==> src/rtl/xbus_pkg.sv <==
package xbus_pkg;

  // access kinds on req_kind
  localparam logic [1:0] KIND_CODE_TBL = 2'd0;
  localparam logic [1:0] KIND_REG8     = 2'd1;
  localparam logic [1:0] KIND_PTR16    = 2'd2;
  localparam logic [1:0] KIND_FETCH    = 2'd3;

  // bus phases of one access
  typedef enum logic [2:0] {
    PH_IDLE = 3'd0,
    PH_ALE  = 3'd1,
    PH_HOLD = 3'd2,
    PH_STRB = 3'd3,
    PH_DONE = 3'd4
  } phase_e;

  // attributes captured with a request
  typedef struct packed {
    logic ext;      // extended addressing for this access
    logic is_code;  // code space read
    logic wr;       // data write
  } acc_attr_t;

endpackage

==> src/rtl/xbus_addr_form.sv <==
module xbus_addr_form #(
  parameter int ADDR_W = 23
) (
  input  logic [1:0]        kind,
  input  logic [ADDR_W-1:0] pc,
  input  logic [7:0]        reg_byte,
  input  logic [15:0]       ptr,
  output logic [ADDR_W-1:0] addr
);
  import xbus_pkg::*;

  always_comb begin
    addr = '0;
    unique case (kind)
      KIND_CODE_TBL: addr = {pc[ADDR_W-1:16], ptr};  // missing bits from pc
      KIND_REG8:     addr[7:0]  = reg_byte;          // zero above bit 7
      KIND_PTR16:    addr[15:0] = ptr;               // zero above bit 15
      default:       addr = pc;                      // instruction fetch
    endcase
  end

endmodule

==> src/rtl/xbus_phase_ctrl.sv <==
module xbus_phase_ctrl #(
  parameter int STROBE_CYC = 2
) (
  input  logic             clk,
  input  logic             rst_n,
  input  logic             start,
  output xbus_pkg::phase_e phase,
  output logic             last_strb
);
  import xbus_pkg::*;

  localparam int CNT_W = (STROBE_CYC > 1) ? $clog2(STROBE_CYC) : 1;
  localparam logic [CNT_W-1:0] CNT_LAST = CNT_W'(STROBE_CYC - 1);

  phase_e           phase_q, phase_d;
  logic [CNT_W-1:0] cnt_q, cnt_d;
  logic             cnt_en;

  assign last_strb = (phase_q == PH_STRB) && (cnt_q == CNT_LAST);

  // next-state logic
  always_comb begin
    phase_d = phase_q;
    cnt_d   = cnt_q;
    cnt_en  = 1'b0;
    unique case (phase_q)
      PH_IDLE: if (start) phase_d = PH_ALE;
      PH_ALE:  phase_d = PH_HOLD;
      PH_HOLD: begin
        phase_d = PH_STRB;
        cnt_d   = '0;
        cnt_en  = 1'b1;
      end
      PH_STRB: begin
        if (cnt_q == CNT_LAST) begin
          phase_d = PH_DONE;
        end else begin
          cnt_d  = cnt_q + 1'b1;
          cnt_en = 1'b1;
        end
      end
      PH_DONE: phase_d = PH_IDLE;
      default: phase_d = PH_IDLE;
    endcase
  end

  // state registers
  always_ff @(posedge clk or negedge rst_n) begin
    if (!rst_n) begin
      phase_q <= PH_IDLE;
    end else begin
      phase_q <= phase_d;
    end
  end

  always_ff @(posedge clk or negedge rst_n) begin
    if (!rst_n) begin
      cnt_q <= '0;
    end else if (cnt_en) begin
      cnt_q <= cnt_d;
    end
  end

  assign phase = phase_q;

endmodule

==> src/rtl/xbus_pin_drive.sv <==
module xbus_pin_drive #(
  parameter int ADDR_W = 23
) (
  input  xbus_pkg::phase_e    phase,
  input  xbus_pkg::acc_attr_t attr,
  input  logic [ADDR_W-1:0]   addr,
  input  logic [7:0]          wdata,
  output logic                ale,
  output logic                psen_n,
  output logic                rd_n,
  output logic                wr_n,
  output logic [7:0]          p0_out,
  output logic                p0_oe,
  output logic [7:0]          p2_out
);
  import xbus_pkg::*;

  localparam int HI_W = ADDR_W - 16;

  logic [7:0] hi_top;
  logic       strb;
  logic       drive_wd;

  // top address bits, zero padded to the port width
  generate
    if (HI_W == 8) begin : g_hi_full
      assign hi_top = addr[ADDR_W-1:16];
    end else begin : g_hi_pad
      assign hi_top = {{(8-HI_W){1'b0}}, addr[ADDR_W-1:16]};
    end
  endgenerate

  assign strb     = (phase == PH_STRB);
  assign drive_wd = attr.wr && !attr.is_code;

  always_comb begin
    ale    = (phase == PH_ALE);
    psen_n = !(strb && attr.is_code);
    rd_n   = !(strb && !attr.is_code && !attr.wr);
    wr_n   = !(strb && drive_wd);
  end

  // high port: top bits during ALE in extended mode, else bits 15:8
  always_comb begin
    unique case (phase)
      PH_IDLE: p2_out = '0;
      PH_ALE:  p2_out = attr.ext ? hi_top : addr[15:8];
      default: p2_out = addr[15:8];
    endcase
  end

  // low port: address during latch and hold, write data under the strobe
  always_comb begin
    p0_out = '0;
    p0_oe  = 1'b0;
    unique case (phase)
      PH_ALE, PH_HOLD: begin
        p0_out = addr[7:0];
        p0_oe  = 1'b1;
      end
      PH_STRB: begin
        if (drive_wd) begin
          p0_out = wdata;
          p0_oe  = 1'b1;
        end
      end
      default: begin
        p0_out = '0;
        p0_oe  = 1'b0;
      end
    endcase
  end

endmodule

==> src/rtl/xbus_seq.sv <==
module xbus_seq #(
  parameter int ADDR_W     = 23,
  parameter int STROBE_CYC = 2
) (
  input  logic              clk,
  input  logic              rst_n,
  input  logic              ext_mode,
  input  logic              req_valid,
  input  logic [1:0]        req_kind,
  input  logic              req_write,
  input  logic [ADDR_W-1:0] pc,
  input  logic [7:0]        reg_byte,
  input  logic [15:0]       ptr,
  input  logic [7:0]        wdata,
  input  logic [7:0]        p0_in,
  output logic [7:0]        p0_out,
  output logic              p0_oe,
  output logic [7:0]        p2_out,
  output logic              ale,
  output logic              psen_n,
  output logic              rd_n,
  output logic              wr_n,
  output logic              busy,
  output logic              done,
  output logic [7:0]        rd_data
);
  import xbus_pkg::*;

  // reset: asserted asynchronously, released on the clock
  logic [1:0] rst_sync_q;
  logic       rst_int_n;

  always_ff @(posedge clk or negedge rst_n) begin
    if (!rst_n) begin
      rst_sync_q <= 2'b00;
    end else begin
      rst_sync_q <= {rst_sync_q[0], 1'b1};
    end
  end
  assign rst_int_n = rst_sync_q[1];

  phase_e            phase;
  logic              last_strb;
  logic              start;
  logic [ADDR_W-1:0] addr_new, addr_q;
  acc_attr_t         attr_new, attr_q;
  logic [7:0]        wdata_q;
  logic [7:0]        rd_data_q;
  logic              rd_cap_en;

  assign start = req_valid && (phase == PH_IDLE);

  xbus_addr_form #(.ADDR_W(ADDR_W)) u_addr (
    .kind     (req_kind),
    .pc       (pc),
    .reg_byte (reg_byte),
    .ptr      (ptr),
    .addr     (addr_new)
  );

  always_comb begin
    attr_new.ext     = ext_mode;
    attr_new.is_code = (req_kind == KIND_CODE_TBL) || (req_kind == KIND_FETCH);
    attr_new.wr      = req_write && !attr_new.is_code;
  end

  // request capture, enabled only on acceptance
  always_ff @(posedge clk or negedge rst_int_n) begin
    if (!rst_int_n) begin
      addr_q  <= '0;
      attr_q  <= '0;
      wdata_q <= '0;
    end else if (start) begin
      addr_q  <= addr_new;
      attr_q  <= attr_new;
      wdata_q <= wdata;
    end
  end

  xbus_phase_ctrl #(.STROBE_CYC(STROBE_CYC)) u_ctrl (
    .clk       (clk),
    .rst_n     (rst_int_n),
    .start     (start),
    .phase     (phase),
    .last_strb (last_strb)
  );

  xbus_pin_drive #(.ADDR_W(ADDR_W)) u_pins (
    .phase  (phase),
    .attr   (attr_q),
    .addr   (addr_q),
    .wdata  (wdata_q),
    .ale    (ale),
    .psen_n (psen_n),
    .rd_n   (rd_n),
    .wr_n   (wr_n),
    .p0_out (p0_out),
    .p0_oe  (p0_oe),
    .p2_out (p2_out)
  );

  // read data taken at the edge that raises the strobe
  assign rd_cap_en = last_strb && !attr_q.wr;

  always_ff @(posedge clk or negedge rst_int_n) begin
    if (!rst_int_n) begin
      rd_data_q <= '0;
    end else if (rd_cap_en) begin
      rd_data_q <= p0_in;
    end
  end

  assign rd_data = rd_data_q;
  assign busy    = (phase != PH_IDLE);
  assign done    = (phase == PH_DONE);

endmodule

==> config.mk <==
export PLATFORM = sky130hd
export DESIGN_NAME = xbus_seq
export DESIGN_NICKNAME = d
export VERILOG_FILES = /design/src/rtl/xbus_pkg.sv /design/src/rtl/xbus_addr_form.sv /design/src/rtl/xbus_phase_ctrl.sv /design/src/rtl/xbus_pin_drive.sv /design/src/rtl/xbus_seq.sv
export SDC_FILE = /design/constraint.sdc
export NUM_CORES = 1
export LEC_CHECK = 0
export BUFFER_PORTS_ARGS = -buffer_cell sky130_fd_sc_hd__buf_4
export CORE_MARGIN = 10
export CORE_UTILIZATION = 49
export DETAILED_ROUTE_END_ITERATION = 10
export GPL_ROUTABILITY_DRIVEN = 0
export GPL_TIMING_DRIVEN = 1
export PLACE_DENSITY = 0.77
export SLEW_MARGIN = 5
export SYNTH_ARGS = -nofsm -noshare
export SYNTH_HDL_FRONTEND = slang
export SYNTH_HIERARCHICAL = 1
export SYNTH_SLANG_ARGS = --single-unit
==> constraint.sdc <==
create_clock -name clk -period 1.6 [get_ports clk]
set_input_delay 0.32 -clock clk [delete_from_list [all_inputs] [get_ports clk]]
set_output_delay 0.32 -clock clk [all_outputs]
set_load 0.01 [all_outputs]
==> results.md, run 1 <==
- Status: complete, but fails checks
- Failing checks: negative setup slack
- Sequential-to-total area share from yosys stat: 45.5%
- Non-filler cells, final: 438
- Initial drt markers: 163
- Post-Syn Area: about 2600 sq um
- Critical Path AT: approximately 1.6 ns
- Initial antenna violation count: 0
- WHS: 0.188 ns
- Power per Cell Area: 1990 nW/um^2
- Starting density of the core: 51.1%
- Worst setup EP type: primary output
- Yosys warns: 6
- Cells on worst reg2reg path: 9
- Inserted Diodes: 0
- Worst-skew pair later-pin latency: 0.30 ns
- Chip height: ~93 um
- Slew Viols, Final: 0
- Post-Syn Instances: 239
- Nets: around 440
- WS Path Type: reg2out
- Vias in the first global route: 2423
- Core Area: 5170 sq um
- Top FF cell, synth: dfrtp_1
- Area growth syn-to-layout: 65.0%
- Max Fanout on Critical Path: 9
- Startpoint types: register
- Share of cells above drive strength 1: 57.3%
- Die extent in x: 93.4 um
- Via count: 2454
- Post-route DRC: 0
- Clock transition at path regs: 0.09 ns
- DR pass1 iterations: 4
- Remaining global-route overflow: 0
- Async SR Flop Fraction: 100%
- Num ports: 101
- Reg2Reg Setup Slack: -0.32 ns
- Max Clock Freq: 513 MHz
- Gr usage total: 17.4%
- Critical-path cell with the highest stage delay: dfrtp_2
- # rows: 26
- RSZ-0062 raised after global routing: yes
- Placed insts: 411
- Final setup fails: 66
- HP Class: reg2async
- Syn_area_per_cell: 11.1 sq um
- Setup WS post-layout: -0.348 ns
- Clock buffer depth: 2
- Footprint of the multi-input gates: 1680 sq um
- Largest cells by area after synthesis: dfrtp_1 (45%), mux2_2 (16%), nor2b_1 (3.8%), nand2_1 (3.3%), o21ai_0 (3.0%)
- Worst stage delay on the critical path: roughly 0.53 ns
- Share of the synthesized area in the top cell type: 45.5%
- Vias/cell: 5.60
- First-pass GRT wire length: 12300 um
- Clk_skew: 0.00928 ns
- Fillers: between 200 and 300
- H-tree Lvls: 2
- Top cell type by total area after synthesis: dfrtp_1
- Mapped Nets: 313
- TritonCTS Buffers: 5
- VDD IR max: 1220 uV
- Reg2reg end: rd_data[4]$_DFFE_PN0P_
- Leak: approximately 2 nW
- Hold Violations, Final: 0
- Place WS: -0.0876 ns
- Final core utilization: 84.3%
- Max-cap violations: 0
- Root buf cell: clkbuf_8
- Final wirelength: 9580 um
- TritonCTS Sinks: 48
- WP data required: ~1.3 ns
- HPWL after detailed placement: 5660 um
- Setup TNS: -13.50 ns
- CP cell instances: buf_12 > nor4bb_2 > a221o_1 > buf_6
- Register area: 1210 sq um
- Reg-to-reg critical path startpoint: u_ctrl/phase[0]$_DFFE_PN0P_
- Most common cell after layout, fill and taps aside: buf_4
- CTS tree: yes
- Cell family with most CP delay: flip-flops
- EDFF count, synth: 0
- Synth Register Bits: 48
- Minimum period implied by the final worst setup slack: 1.95 ns
- Tcrit/Tclk final: 122%
- Largest net degree at the start of global routing: 32
- Port Buf Inserts: 100
- Netlist cell types: 39
- Crit path buf inv count: 2
- Wire length per cell: 21.9 um
- DRT antenna net count: 0
- Total die area: just under 9000 sq um
- Most frequent cells in the layout: buf_4 (92), dfrtp_1 (43), mux2_4 (41)
==> cell type report <==
cell class	count	area share, %
inverters	14	1.21
repair buffers	134	28.1
well taps	70	2.01
clock inverters	2	0.803
clock buffers	6	1.66
multi-input cells	164	38.5
flip-flops and latches	48	27.7
==> flip-flops by register name, indices dropped and copies added, names as in the netlist <==
signal and cells:
addr_q 23, rd_data 8, wdata_q 8, attr_q 3, u_ctrl/phase 3, rst_sync_q 2, u_ctrl/cnt_q 1
==> worst max path at each step <==
stage | startpoint | end | slack (ns) | cells past startpoint
2_1_floorplan | u_ctrl/phase[0]$_DFFE_PN0P_ | wdata_q[0]$_DFFE_PN0P_ | -0.08 | 3
3_3_place_gp | u_ctrl/phase[0]$_DFFE_PN0P_ | p2_out[1] | -0.04 | 3
3_5_place_dp | u_ctrl/phase[0]$_DFFE_PN0P_ | p2_out[0] | -0.09 | 3
4_1_cts | u_ctrl/phase[1]$_DFFE_PN0P_ | p0_out[3] | -0.26 | 3
5_1_grt | u_ctrl/phase[1]$_DFFE_PN0P_ | p2_out[1] | -0.39 | 4
6_report | u_ctrl/phase[1]$_DFFE_PN0P_ | p2_out[1] | -0.35 | 4
==> per-layer routing <==
layer	part of all wire, %	routed length, um	vias to the layer above	global-route usage (%)
li1	-	-	1111	-
met1	39	3720	1239	20.2
met2	53	5040	88	30.5
met3	6.6	637	16	5.12
met4	1.9	180	0	4.76
met5	0	0	-	0
==> metrics by stage <==
step	power [W]	area (sq um)
4_1_cts	0.00703	3890
5_1_grt	0.00908	4360
3_5_place_dp	0.00561	3540
2_1_floorplan	0.00416	2650
3_3_place_gp	0.00549	3540
6_report	0.00869	4360
==> kinds of logic after synthesis <==
kind of cell	share of synthesized area (%)
XOR/XNOR	0.947
other	0.142
adder cells (fa/ha/maj)	1.89
buffers and inverters	5.40
flip-flops	45.5
AND/OR/NAND/NOR	13.9
multiplexers	18.0
AO/OA/AOI/OAI	14.3
==> report_power, final <==
part / switching, W / leakage [nW] / internal [W]
logic: 0.00216 / 1.38 / 0.00322
clock network: 0.000402 / 0.0552 / 0.000464
registers: 0.000627 / 0.581 / 0.00181
==> synthesized netlist by cell type, types with 2 or more instances <==
| library cell | instances |
|---|---|
| o21ai_0 | 16 |
| nand2b_1 | 8 |
| mux2_2 | 38 |
| clkbuf_1 | 2 |
| nand2_1 | 23 |
| nor3b_1 | 2 |
| o32ai_1 | 9 |
| nor2_1 | 4 |
| a31oi_1 | 8 |
| buf_2 | 6 |
| o21a_1 | 7 |
| inv_1 | 14 |
| ha_1 | 4 |
| a221o_1 | 7 |
| nor2b_1 | 16 |
| mux2_1 | 2 |
| dfrtp_1 | 48 |
| buf_6 | 4 |
==> repair_timing <==
action | in CTS | in global routing
pin swaps | 2 | 6
setup endpoints to repair | 35 | 66
endpoints found under the hold margin | 2 | 0
buffers inserted | 7 | 7
cloned | 3 | 2
resized for setup | 39 | 83
hold buffers | 1 | 0
==> worst register-to-register path, cell delays in order, from the launching register on <==
cell	delay, ns
dfrtp_2	0.55
buf_6	0.15
buf_6	0.08
buf_6	0.09
buf_6	0.10
nand2_4	0.04
nor2_1	0.13
nor2b_2	0.18
buf_6	0.18
mux2_4	0.32
Power figures use the tool's default switching activity.
==> run 2: changes to the inputs <==
--- a/config.mk
+++ b/config.mk
@@ -12,6 +12,7 @@
 export GPL_ROUTABILITY_DRIVEN = 0
 export GPL_TIMING_DRIVEN = 1
 export PLACE_DENSITY = 0.77
+export SKIP_LAST_GASP = 1
 export SLEW_MARGIN = 5
 export SYNTH_ARGS = -nofsm -noshare
 export SYNTH_HDL_FRONTEND = slang
==> constraint.sdc (replaced) <==
create_clock -name clk -period 1.9 [get_ports clk]
set_input_delay 0.38 -clock clk [delete_from_list [all_inputs] [get_ports clk]]
set_output_delay 0.38 -clock clk [all_outputs]
set_load 0.01 [all_outputs]
==> results.md, run 2 (synthesized netlist as in run 1, its figures left out) <==
- Root buf cell: clkbuf_8
- CTS tree: yes
- Clock buffer depth: 2 (unchanged)
- TritonCTS Buffers: 5 (unchanged)
- # rows: 26 (unchanged)
- Num ports: 101 (unchanged)
- Cells on worst reg2reg path: 4 (-5)
- Max-cap violations: 0 (unchanged)
- TritonCTS Sinks: 48 (unchanged)
- Minimum period implied by the final worst setup slack: 1.94 ns
- Inserted Diodes: 0 (unchanged)
- Clk pwr share: 11.2% (+1.2 points)
- Hold Violations, Final: 0 (unchanged)
- Leak: 1.73 nW (-14%)
- WHS: 0.175 ns (-0.0128 ns)
- Power share of the combinational group: 54.8% (-7.2 points)
- Worst setup EP type: primary output
- Reg2Reg Setup Slack: 0.12 ns (+0.44 ns)
- First-pass GRT wire length: 11100 um (-9.3%)
- Share of cells above drive strength 1: 51.7% (-5.6 points)
- Cell internal pwr: 0.00360 W (-34%)
- WS Path Type: reg2out
- Slew Viols, Final: 0 (unchanged)
- H-tree Lvls: 2 (unchanged)
- Sw Pwr: 0.00206 W (-36%)
- Power per Cell Area: 1500 nW/um^2 (-25%)
- HP Class: reg2async
- Nets: 425 (-3.6%)
- Top reg by flops: addr_q
- Tcrit/Tclk final: 102%
- Place WS: 0.186 ns (+0.274 ns)
- Reg2reg end: addr_q[8]$_DFFE_PN0P_
- DR pass1 iterations: 4 (unchanged)
- Vias in the first global route: 2281 (-5.9%)
- Remaining global-route overflow: 0 (unchanged)
- Final wirelength: 7040 um (-27%)
- Final setup fails: 11 (-83%)
- Max Clock Freq: 516 MHz
- VDD IR max: 1020 uV (-17%)
- Die extent in x: 93.4 um (unchanged)
- Vias/cell: 5.30 (-5.4%)
- Area growth syn-to-layout: 42.9%
- Total die area: 8730 sq um (unchanged)
- Clock transition at path regs: 0.09 ns (about the same)
- Footprint of the multi-input gates: 1390 sq um (-17%)
- Most common cell after layout, fill and taps aside: buf_4
- Total power: 0.00566 W (-35%)
- Clk_skew: 0.00516 ns (-0.00411 ns)
- Core Area: 5170 sq um (unchanged)
- Register area: 1210 sq um (-0.10%)
- Gr usage total: 15.6% (-1.8 points)
- HPWL after detailed placement: 5420 um (-4.3%)
- Initial drt markers: 115 (-29%)
- Reg-to-reg critical path startpoint: u_ctrl/phase[1]$_DFFE_PN0P_
- Critical Path AT: 1.56 ns (-0.07 ns)
- Port Buf Inserts: 100 (unchanged)
- Most frequent cells in the layout: buf_4 (108), dfrtp_1 (44), mux2_2 (38)
- Chip height: 93.4 um (unchanged)
- Max Fanout on Critical Path: 7 (-2)
- Largest register FFs: 23 (unchanged)
- Initial antenna violation count: 0 (unchanged)
- WP data required: 1.52 ns (+0.24 ns)
- Largest net degree at the start of global routing: 33 (+3.1%)
- Switching Fraction: 36.4% (-0.40 points)
- Failing checks: negative setup slack
- RSZ-0062 raised after global routing: yes
- Worst-skew pair later-pin latency: 0.30 ns (about the same)
- Sequential fraction of design power: 34.0% (+6.0 points)
- Status: complete, but fails checks
- Via count: 2237 (-8.8%)
- Fillers: 375 (+48%)
- Startpoint types: register
- DRT antenna net count: 0 (unchanged)
- Setup WS post-layout: -0.0392 ns (+0.309 ns)
- Starting density of the core: 51.1% (unchanged)
- Wire length per cell: 16.7 um (-24%)
- Post-route DRC: 0 (unchanged)
run 2: layout make-up:
type / instances / area share [%]
Clock buffer: 6 / 2.19
Clock inverter: 2 / 0.398
Inverter: 14 / 1.39
Multi-Input combinational cell: 164 / 36.9
Sequential cell: 48 / 31.9
Tap cell: 70 / 2.32
Timing Repair Buffer: 118 / 24.9
run 2: how the worst max path moves through the flow:
stage                                 from                      to  slack, ns  cells past startpoint
2_1_floorplan  u_ctrl/phase[1]$_DFFE_PN0P_  wdata_q[0]$_DFFE_PN0P_       0.14                      3
3_3_place_gp                   req_kind[0]   addr_q[7]$_DFFE_PN0P_       0.21                      5
3_5_place_dp   u_ctrl/phase[1]$_DFFE_PN0P_  rd_data[4]$_DFFE_PN0P_       0.19                      6
4_1_cts        u_ctrl/phase[1]$_DFFE_PN0P_               p2_out[4]      -0.01                      4
5_1_grt        u_ctrl/phase[0]$_DFFE_PN0P_               p0_out[7]       -0.1                      3
6_report       u_ctrl/phase[1]$_DFFE_PN0P_               p2_out[2]      -0.04                      4
run 2: worst max-delay path: stages (launching register included):
cell,delay (ns)
dfrtp_2,0.51
buf_4,0.18
o21a_1,0.16
a221o_1,0.26
buf_4,0.15
run 2: timing repair:
action,4_1_cts,5_1_grt
cloned,0,1
endpoints found under the setup margin,19,18
pin swaps,2,4
hold buffers,1,0
buffers inserted,5,0
resized for setup,12,11
hold endpoints to repair,2,0
run 2: routing by layer:
layer,global-route usage (%),share of wire [%],vias up
met5,0,0,-
met4,3.47,1.0,0
met3,5.36,6.6,10
met2,27.5,53,61
met1,17.6,39,1089
li1,-,-,1077
run 2: stage by stage:
stage	utilization, %	TNS, ns	instance area [sq um]	instances
floorplan	-	0	2640	239
global placement	67.7	0	3500	407
detailed placement	67.7	0	3500	407
CTS	71.6	-0.0502	3700	421
global route	73.0	-1.35	3780	422
finish	73.0	-0.218	3780	422
run 2: power groups by stage:
stage,combinational (W),sequential [W],clock [W]
finish,0.00311,0.00193,0.000632
global placement,0.00266,0.00192,0
global route,0.00335,0.00201,0.000692
detailed placement,0.00272,0.00193,0
CTS,0.00295,0.00191,0.000656
floorplan,0.00162,0.00187,0
==> run 3: changes to the inputs <==
==> constraint.sdc (replaced) <==
create_clock -name clk -period 2.1 [get_ports clk]
set_input_delay 0.42 -clock clk [delete_from_list [all_inputs] [get_ports clk]]
set_output_delay 0.42 -clock clk [all_outputs]
set_load 0.01 [all_outputs]
==> results.md, run 3 (synthesized netlist as in run 1, its figures left out) <==
- Final setup fails: 0 (-11)
- Minimum period implied by the final worst setup slack: about 2.0 ns
- Chip height: 93.4 um (unchanged)
- TritonCTS Buffers: 5 (unchanged)
- Core Area: 5170 sq um (unchanged)
- Placed insts: 407 (unchanged)
- Power per Cell Area: 1360 nW/um^2 (-9.4%)
- CTS tree: yes
- Vias in the first global route: 2419 (+6.0%)
- WP data required: 1.68 ns (+0.16 ns)
- Worst-skew pair later-pin latency: 0.29 ns (about the same)
- Inserted Diodes: 0 (unchanged)
- Top reg by flops: addr_q
- Non-filler cells, final: 416 (-1.4%)
- DRT antenna net count: 0 (unchanged)
- DR pass1 iterations: 4 (unchanged)
- Starting density of the core: 51.1% (unchanged)
- Final core utilization: 70.0% (-3.0 points)
- VDD IR max: 894 uV (-12%)
- Nets: 419 (-1.4%)
- Gr usage total: 16.7% (+1.1 points)
- Largest register FFs: 23 (unchanged)
- Max Fanout on Critical Path: 11 (+4)
- Startpoint types: register
- Setup TNS: 0 ns (+0.218 ns)
- Max Clock Freq: slightly below 500 MHz
- Most common cell after layout, fill and taps aside: buf_4
- Status: completed
- Clock buffer depth: 2 (unchanged)
- Critical Path AT: 1.61 ns (+0.05 ns)
- Initial drt markers: 77 (-33%)
- Most frequent cells in the layout: buf_4 (111), dfrtp_1 (47), mux2_2 (38)
- Tcrit/Tclk final: between 90% and 100%
- TritonCTS Sinks: 48 (unchanged)
- Worst-Margin Slew: between 0.5 and 0.6 ns
- Wire length per cell: 17.5 um (+5.1%)
- HPWL after detailed placement: 5730 um (+5.8%)
- Post-route DRC: 0 (unchanged)
- First-pass GRT wire length: 12000 um (+7.6%)
- Die extent in x: 93.4 um (unchanged)
- Vias/cell: 5.29 (-0.14%)
- RSZ-0062 raised after global routing: yes
- Total die area: 8730 sq um (unchanged)
- Area growth syn-to-layout: 36.9%
- # rows: 26 (unchanged)
- Initial antenna violation count: 0 (unchanged)
- Remaining global-route overflow: 0 (unchanged)
- Root buf cell: clkbuf_8
- Clock transition at path regs: 0.09 ns (about the same)
- Clk_skew: 0.00997 ns (+0.00481 ns)
- Num ports: 101 (unchanged)
- WS Path Type: reg2out
- Largest net degree at the start of global routing: 25 (-24%)
- Max-cap violations: 0 (unchanged)
- Via count: 2202 (-1.6%)
- Share of cells above drive strength 1: 47.7% (-4.0 points)
- Fillers: 414 (+10%)
- Slew headroom: ~65%
- Slew Viols, Final: 0 (unchanged)
- Hold Violations, Final: 0 (unchanged)
- Leak: 1.69 nW (-2.3%)
- H-tree Lvls: 2 (unchanged)
- Port Buf Inserts: 100 (unchanged)
- Final wirelength: 7290 um (+3.6%)
- HP Class: reg2async
- Worst setup EP type: primary output
-- run 3: critical path, stage by stage (launching register included) --
cell,delay (ns)
dfrtp_1,0.52
nand4bb_2,0.34
or2_1,0.31
buf_4,0.14
-- run 3: metrics by stage --
step	hold slack [ns]	total power [W]	worst slack [ns]	area (sq um)
detailed placement	0.204	0.00421	0.230	3470
global route	0.289	0.00524	-0.0190	3620
CTS	0.262	0.00497	0.0629	3620
finish	0.239	0.00492	0.0678	3620
global placement	0.203	0.00412	0.285	3470
floorplan	0.124	0.00316	0.341	2640
-- run 3: where the power goes --
part           switching [W]  internal [W]  total (W)  leakage, nW
sequential          0.000341       0.00137    0.00171        0.586
clock               0.000300      0.000420   0.000721       0.0645
combinational        0.00111       0.00138    0.00249         1.04
total                0.00175       0.00317    0.00492         1.69
-- run 3: path summary, 6_finish.rpt --
path	startpoint	end	slack [ns]	cells after the start
setup reg to reg	u_ctrl/phase[0]$_DFFE_PN0P_	addr_q[1]$_DFFE_PN0P_	0.26	4
setup / recovery	u_ctrl/phase[0]$_DFFE_PN0P_	wr_n	0.07	3
max in group asynchronous	rst_sync_q[1]$_DFF_PN0_	addr_q[4]$_DFFE_PN0P_	1.28	1
hold / removal	rst_sync_q[1]$_DFF_PN0_	rd_data[4]$_DFFE_PN0P_	0.24	0
hold reg to reg	rst_sync_q[1]$_DFF_PN0_	rd_data[4]$_DFFE_PN0P_	0.24	0
min in group clk	wdata[3]	wdata_q[3]$_DFFE_PN0P_	0.34	2
-- run 3: what timing repair did --
| action | 4_1_cts | 5_1_grt |
|---|---|---|
| resized for setup | 2 | 0 |
| endpoints found under the setup margin | 16 | 6 |
| hold buffers | 1 | 0 |
| endpoints found under the hold margin | 2 | 0 |
| buffers inserted | 0 | 0 |
-- run 3: area by class of cell --
class	instances	area (sq um)	share of cell area (%)
clock buffers	7	96.3	2.66
clock inverters	1	30.0	0.830
inverters	14	52.6	1.45
multi-input cells	164	1310	36.1
flip-flops and latches	48	1200	33.2
well taps	70	87.6	2.42
repair buffers	112	843	23.3
-- run 3: metal layers --
metal | part of all wire, % | wire [um] | up-vias | track usage, %
met1 | 40 | 2930 | 1064 | 18.9
met2 | 53 | 3840 | 72 | 30.2
met4 | 0.37 | 27 | 0 | 3.47
met3 | 6.8 | 497 | 4 | 4.80
met5 | 0 | 0 | - | 0
li1 | - | - | 1062 | -
